## config.mk

```make
export PLATFORM = sky130hd
export DESIGN_NAME = ofs_unit
export DESIGN_NICKNAME = d
export VERILOG_FILES = /design/src/rtl/ofs_pkg.sv /design/src/rtl/ofs_rst_sync.sv /design/src/rtl/ofs_match.sv /design/src/rtl/ofs_remap_table.sv /design/src/rtl/ofs_true_latch.sv /design/src/rtl/ofs_unit.sv
export SDC_FILE = /design/constraint.sdc
export NUM_CORES = 1
export LEC_CHECK = 0
export BUFFER_PORTS_ARGS = -buffer_cell sky130_fd_sc_hd__buf_2
export CAP_MARGIN = 30
export CORE_ASPECT_RATIO = 1.2
export CORE_UTILIZATION = 27
export DETAILED_ROUTE_END_ITERATION = 16
export PLACE_DENSITY = 0.41
export SYNTH_ARGS = -nofsm -noshare
export SYNTH_HDL_FRONTEND = slang
export SYNTH_SLANG_ARGS = --single-unit
```

## constraint.sdc

```tcl
create_clock -name clk -period 9.1 [get_ports clk]
set_input_delay 0.91 -clock clk [delete_from_list [all_inputs] [get_ports clk]]
set_output_delay 0.91 -clock clk [all_outputs]
set_load 0.03 [all_outputs]
```

## src/rtl/ofs_pkg.sv

```systemverilog
package ofs_pkg;
  // Default geometry and reset contents of the remap unit.
  localparam int unsigned DEF_OP_W   = 8;
  localparam int unsigned DEF_TAG_W  = 3;
  localparam logic [DEF_TAG_W-1:0] DEF_TAG_VAL = 3'b011;
  localparam logic [DEF_OP_W-1:0]  DEF_FILL_OP = 8'hEA;
  localparam int unsigned DEF_SPECIAL_IDX = 26;
  localparam logic [DEF_OP_W-1:0]  DEF_SPECIAL_OP = 8'hAD;
endpackage

```

## src/rtl/ofs_rst_sync.sv

```systemverilog
module ofs_rst_sync #(
  parameter int unsigned STAGES = 2
) (
  input  logic clk,
  input  logic rst_n,
  output logic rst_sync_n
);
  logic [STAGES-1:0] sh_q;
  logic [STAGES-1:0] sh_d;

  always_comb begin
    sh_d = {sh_q[STAGES-2:0], 1'b1};
  end

  always_ff @(posedge clk or negedge rst_n) begin
    if (!rst_n) sh_q <= '0;
    else        sh_q <= sh_d;
  end

  assign rst_sync_n = sh_q[STAGES-1];
endmodule

```

## src/rtl/ofs_match.sv

```systemverilog
module ofs_match #(
  parameter int unsigned OP_W  = 8,
  parameter int unsigned TAG_W = 3,
  parameter logic [TAG_W-1:0] TAG_VAL = 3'b011,
  localparam int unsigned IDX_W = OP_W - TAG_W
) (
  input  logic            fetch,
  input  logic [OP_W-1:0] op,
  output logic            hit,
  output logic [IDX_W-1:0] idx
);
  logic tag_eq;

  always_comb begin
    tag_eq = (op[TAG_W-1:0] == TAG_VAL);
    hit    = fetch & tag_eq;
    idx    = op[OP_W-1:TAG_W];
  end
endmodule

```

## src/rtl/ofs_remap_table.sv

```systemverilog
module ofs_remap_table #(
  parameter int unsigned OP_W  = 8,
  parameter int unsigned IDX_W = 5,
  parameter int unsigned SPECIAL_IDX = 26,
  parameter logic [OP_W-1:0] SPECIAL_OP = 8'hAD,
  parameter logic [OP_W-1:0] FILL_OP = 8'hEA,
  localparam int unsigned DEPTH = 1 << IDX_W
) (
  input  logic             clk,
  input  logic             rst_n,
  input  logic             we,
  input  logic [IDX_W-1:0] waddr,
  input  logic [OP_W-1:0]  wdata,
  input  logic [IDX_W-1:0] raddr,
  output logic [OP_W-1:0]  rdata
);
  logic [OP_W-1:0] ent_q [DEPTH];

  for (genvar g = 0; g < DEPTH; g++) begin : g_ent
    localparam logic [OP_W-1:0] RST_VAL = (g == SPECIAL_IDX) ? SPECIAL_OP : FILL_OP;
    logic            ent_en;
    logic [OP_W-1:0] ent_d;

    always_comb begin
      ent_en = we && (waddr == IDX_W'(g));
      ent_d  = ent_en ? wdata : ent_q[g];
    end

    always_ff @(posedge clk or negedge rst_n) begin
      if (!rst_n) ent_q[g] <= RST_VAL;
      else        ent_q[g] <= ent_d;
    end
  end

  assign rdata = ent_q[raddr];
endmodule

```

## src/rtl/ofs_true_latch.sv

```systemverilog
module ofs_true_latch #(
  parameter int unsigned OP_W = 8
) (
  input  logic            clk,
  input  logic            rst_n,
  input  logic            en,
  input  logic [OP_W-1:0] d,
  output logic [OP_W-1:0] q
);
  logic [OP_W-1:0] q_r;
  logic [OP_W-1:0] q_nx;

  always_comb begin
    q_nx = en ? d : q_r;
  end

  always_ff @(posedge clk or negedge rst_n) begin
    if (!rst_n) q_r <= '0;
    else        q_r <= q_nx;
  end

  assign q = q_r;
endmodule

```

## src/rtl/ofs_unit.sv

```systemverilog
module ofs_unit
  import ofs_pkg::*;
#(
  parameter int unsigned OP_W  = DEF_OP_W,
  parameter int unsigned TAG_W = DEF_TAG_W,
  parameter logic [TAG_W-1:0] TAG_VAL = DEF_TAG_VAL,
  parameter int unsigned SPECIAL_IDX = DEF_SPECIAL_IDX,
  parameter logic [OP_W-1:0] SPECIAL_OP = DEF_SPECIAL_OP,
  parameter logic [OP_W-1:0] FILL_OP = DEF_FILL_OP,
  localparam int unsigned IDX_W = OP_W - TAG_W
) (
  input  logic             clk,
  input  logic             rst_n,
  input  logic             fetch,
  input  logic [OP_W-1:0]  mem_data,
  input  logic             tbl_we,
  input  logic [IDX_W-1:0] tbl_addr,
  input  logic [OP_W-1:0]  tbl_wdata,
  output logic [OP_W-1:0]  cpu_data,
  output logic             subst_active,
  output logic [OP_W-1:0]  true_op
);
  logic             srst_n;
  logic             hit;
  logic [IDX_W-1:0] idx;
  logic [OP_W-1:0]  alias_op;

  ofs_rst_sync #(.STAGES(2)) u_rst (
    .clk(clk), .rst_n(rst_n), .rst_sync_n(srst_n)
  );

  ofs_match #(.OP_W(OP_W), .TAG_W(TAG_W), .TAG_VAL(TAG_VAL)) u_match (
    .fetch(fetch), .op(mem_data), .hit(hit), .idx(idx)
  );

  ofs_remap_table #(
    .OP_W(OP_W), .IDX_W(IDX_W), .SPECIAL_IDX(SPECIAL_IDX),
    .SPECIAL_OP(SPECIAL_OP), .FILL_OP(FILL_OP)
  ) u_tbl (
    .clk(clk), .rst_n(srst_n), .we(tbl_we), .waddr(tbl_addr),
    .wdata(tbl_wdata), .raddr(idx), .rdata(alias_op)
  );

  ofs_true_latch #(.OP_W(OP_W)) u_true (
    .clk(clk), .rst_n(srst_n), .en(fetch), .d(mem_data), .q(true_op)
  );

  // Memory byte is isolated from the processor whenever an alias is driven.
  always_comb begin
    cpu_data     = hit ? alias_op : mem_data;
    subst_active = hit && srst_n;
  end
endmodule

```

Word level (Yosys, flattened, before mapping)

Cells that the tools add are included.

Word-level logic and storage cells: 107
Input bits: 25
Register bits after elaboration: 266

Multiplexer cells: 4
Bitwise gates (word level): 2
Reduce and logical (&&, ||, !) cells: 34
Magnitude comparators: 1
Equal/unequal tests: 32

Operator list:

| operator                                                  | number |
|---|---|
| equality test 5 bit (second input constant)               | 16 |
| binary-select mux 8 bit (select 5 bit)                    | 1 |
| equality test 5 x 4 -> 1 bit (second input constant)      | 8 |
| logical AND 1 bit                                         | 33 |
| 2-to-1 mux 8 bit                                          | 3 |
| equality test 5 x 3 -> 1 bit (second input constant)      | 4 |
| equality test 5 x 2 -> 1 bit (second input constant)      | 2 |
| greater-or-equal comparator 6 bit (second input constant) | 1 |
| inverter 5 -> 6 bit                                       | 1 |
| equality test 5 x 1 -> 1 bit (second input constant)      | 1 |
| logical NOT 5 bit                                         | 1 |
| equality test 3 x 2 -> 1 bit (second input constant)      | 1 |
| AND 1 bit                                                 | 1 |

Depth between registers and ports, before layout

Depth after elaboration: 5
Mapped depth: 8
Depth with buffers taken out: 4

Cells and area by module

Synthesis repeated with hierarchy kept, for this count alone.

Cells, all modules: 735
Area total of the unflattened synthesis: 12,467.0 um2

By module, submodules not included:

| module          | area each (um2) | instances | sequential area each (um2) | cells an instance |
|---|---|---|---|---|
| ofs_remap_table | 11,895.2        | 1         | 6,606.3                    | 699 |
| ofs_true_latch  | 331.6           | 1         | 200.2                      | 17 |
| ofs_unit        | 138.9           | 1         | 0.0                        | 10 |
| ofs_rst_sync    | 53.8            | 1         | 50.0                       | 3 |
| ofs_match       | 47.5            | 1         | 0.0                        | 6 |

Worst setup path before layout

OpenSTA, ideal clock, no wires.

Kind: register -> output
Start: reg u_rst.sh_q[1]
End: out subst_active
Buffers on the path: 0
Path slack: 1,596 ps
Data arrival time: 6,594 ps
Cell stages (with the launch flop): 2
Cells stage by stage: dfrtp_1 -> and2_1

Word-level cells in the longest chain between the ends: 1

RTL lines:

| what                   | line               | RTL |
|---|---|---|
| start, declared        | ofs_rst_sync.sv:8  | `logic [STAGES-1:0] sh_q;` |
| start signal, assigned | ofs_rst_sync.sv:16 | `if (!rst_n) sh_q <= '0;` |
| start signal, assigned | ofs_rst_sync.sv:17 | `else sh_q <= sh_d;` |
| logical AND 1 bit      | ofs_unit.sv:51     | `subst_active = hit && srst_n;` |
| end, declared          | ofs_unit.sv:20     | `output logic subst_active,` |

No other way between the ends.

Worst setup path after layout

Start: in mem_data[3]
End: out cpu_data[1]

Word-level cells in the longest chain between the ends: 5

RTL lines:

| what                                                | line                  | RTL |
|---|---|---|
| start, declared                                     | ofs_unit.sv:15        | `input logic [OP_W-1:0] mem_data,` |
| inverter 5 -> 6 bit (implied by the code)           | ofs_remap_table.sv:35 | `assign rdata = ent_q[raddr];` |
| binary-select mux 8 bit (select 5 bit)              | ofs_remap_table.sv:35 |  |
| 2-to-1 mux 8 bit (implied by the code) (2 in a row) | ofs_remap_table.sv:35 |  |
| 2-to-1 mux 8 bit                                    | ofs_unit.sv:50        | `cpu_data = hit ? alias_op : mem_data;` |
| end, declared                                       | ofs_unit.sv:19        | `output logic [OP_W-1:0] cpu_data,` |

No other way between the ends. The select of a mux whose other input is x is not followed.

==> qor.yml <==
r2r-end: "u_tbl.ent_q[164]"
syn_area_per_cell_um2: 15.5
clk_pin_slew_worst_paths_ps: 50
root_buffer: "clkbuf_16"
maxCapViolations: 0
grt_pass1_wl_mm: 54.0
r2r_setup_slack_ps: 7040
start_util: 0.273
r2r_cells: 2
syn_inst: 810
port_buffers: 41
cts_buffer_depth: 3
worstPathRequired_ps: 8190
wl_per_cell_um: 24.2
min_period_over_period: 0.517
dieArea_mm2: 0.0474
yosysUniqueCellTypes: 46
place_area_mm2: 0.0133
clk_latency_ps: 560
final_cell_mix: "mux2_2, dfstp_2, dfrtp_1"
fmax_mhz: 213
syn2layout_area_growth_pct: 14.3
clock_skew_ps: 15.8
grt_overflow_total: 0
ys_seq_elements: 266
coreArea_mm2: 0.0459
cts_setup_buffers: 0
grt.total_usage: 0.156
r2r_start: "u_rst.sh_q[1]"
yosys_warnings: 0
cts_resized: 0
synth_nets: 835
cp-startpoint: "mem_data[3]"
final_util: 0.312
layout_commonest_cell: "mux2_2"
rows: 86
cp_max_fo: 40
die_y_um: 238
critPathLaunchType: "input pin"
critical_path.endpoint: "cpu_data[1]"
fill_cells: 4548
synth-seq-area-share: 0.546
drt_iter0_markers: 362
routed_via_density: 4.77
drcViolationCount: 0
gp_congestion: 0.731
slew_headroom: 0.394
totalPowerFinal_mw: 3.38
finalHoldViolations: 0
routed_wl_mm: 35.6
drt_pass1_iterations: 6
critPathCaptureType: "output pin"
arrival_ps: 3790
pin_count: 42
synth_area_mm2: 0.0126
powerDensity_mw_per_mm2: 236
finalSetupViolations: 0
grt_max_degree: 136
synthTopCellsByArea: "dfstp_2, mux2_2, dfrtp_1"
die_x_um: 199
ant_nets: 0
hold_buffers: 0
leakage_nw: 5.78
dp_hpwl_mm: 23.0
grt_pass1_vias: 7689
synth_top_area_frac: 0.335
htree_levels: 1
drv_slew: 0
synth_edf_count: 0
antenna_found_initial: 1
path_class: "in2out"
num_vias: 7028
final_area_mm2: 0.0143
post_route_cells_drive_above_1_share: 0.701
synth_ff_type: "dfstp_2"
synthArstFlopShare: 1.00
nNetsFinal: 856
ir_worst_vdd_uv: 99.4
period_needed_ps: 4700
synth_top_area_cell: "dfstp_2"
max_slew.worst_pin.slew_ps: 906
rsz0062_at_grt: "no"
fin_setup_tns_ps: 0
numCtsBuffers: 31
cts_sinks: 266
tritoncts: "built"
outcome: "finished clean"
hold_path_class: "in2async"
==> critical path, stage by stage <==
cell,delay [ps]
buf_6,430
buf_4,770
mux4_2,590
mux2i_1,410
o32ai_1,140
a211o_1,280
buf_2,190
==> cells in the mapped netlist, types with 3 or more instances <==
cell,number
nor2b_1,10
dfrtp_1,106
a22oi_1,4
nor2_1,12
nand2b_1,7
mux4_2,55
nor3_1,3
o21ai_0,3
buf_6,4
clkbuf_1,37
nand2_1,22
nor2_2,10
nand4_1,4
buf_4,5
nand3_1,5
mux2i_1,34
buf_2,13
dfstp_2,160
mux2_2,267
nor3_2,3
a211o_1,4
o31ai_1,3
a22o_1,6
and2_1,5
==> registers in the layout (all words and copies together), names as in the netlist <==
signal,cells
u_rst.sh_q,2
u_tbl.ent_q,256
u_true.q,8
==> power by group <==
part	internal (mW)	switching, mW	leakage, nW
Combinational	0.293	0.228	2.26
Sequential	1.51	0.113	3.02
Clock	0.740	0.500	0.511
Total	2.54	0.841	5.78
==> cells by family (layout without fill, tap and decap cells) <==
logic type	count (synthesis)	count (layout)	share of synthesized area
AO/OA/AOI/OAI	34	34	0.0223
AND/OR/NAND/NOR	89	89	0.0408
other	1	2	0.000299
buffers and inverters	63	108	0.0240
flip-flops	266	266	0.546
multiplexers	357	357	0.366
==> metrics by stage <==
stage | instances | setup slack [ps] | hold WS, ps
after global placement | 1412 | 4270 | 269
after global routing | 1471 | 4110 | 108
after floorplan | 810 | 1410 | 331
after CTS | 1471 | 4240 | 104
after detailed placement | 1414 | 4240 | 273
final | 1472 | 4400 | 134
==> final cells by class <==
type                    instances  area [um^2]  share of cell area
clock buffers                  49          953              0.0664
flip-flops and latches        266         6860               0.478
inverters                       2         7.51            0.000523
multi-input cells             481         5390               0.376
clock inverters                 8         66.3             0.00462
well taps                     616          771              0.0537
repair buffers                 49          295              0.0206
diodes                          1         2.50            0.000174
==> how the worst min path moves through the flow <==
stage,from,endpoint,depth (start not counted),slack (ps)
final,rst_n,u_rst.sh_q[1],1,130
after global routing,rst_n,u_rst.sh_q[1],1,110
after CTS,rst_n,u_rst.sh_q[1],1,100
after detailed placement,u_rst.sh_q[1],u_tbl.ent_q[176],0,270
after global placement,u_rst.sh_q[1],u_tbl.ent_q[152],0,270
after floorplan,u_rst.sh_q[0],u_rst.sh_q[1],0,330
==> layer usage <==
layer | share of wire | routed length (um) | vias to the layer above | global-route usage
li1 | - | - | 3062 | -
met1 | 0.44 | 15700 | 3805 | 0.206
met2 | 0.51 | 18000 | 117 | 0.269
met3 | 0.032 | 1130 | 42 | 0.0199
met4 | 0.019 | 679 | 2 | 0.0396
met5 | 0.00034 | 12 | - | 0
No activity file was read; power rests on OpenSTA's default activity.
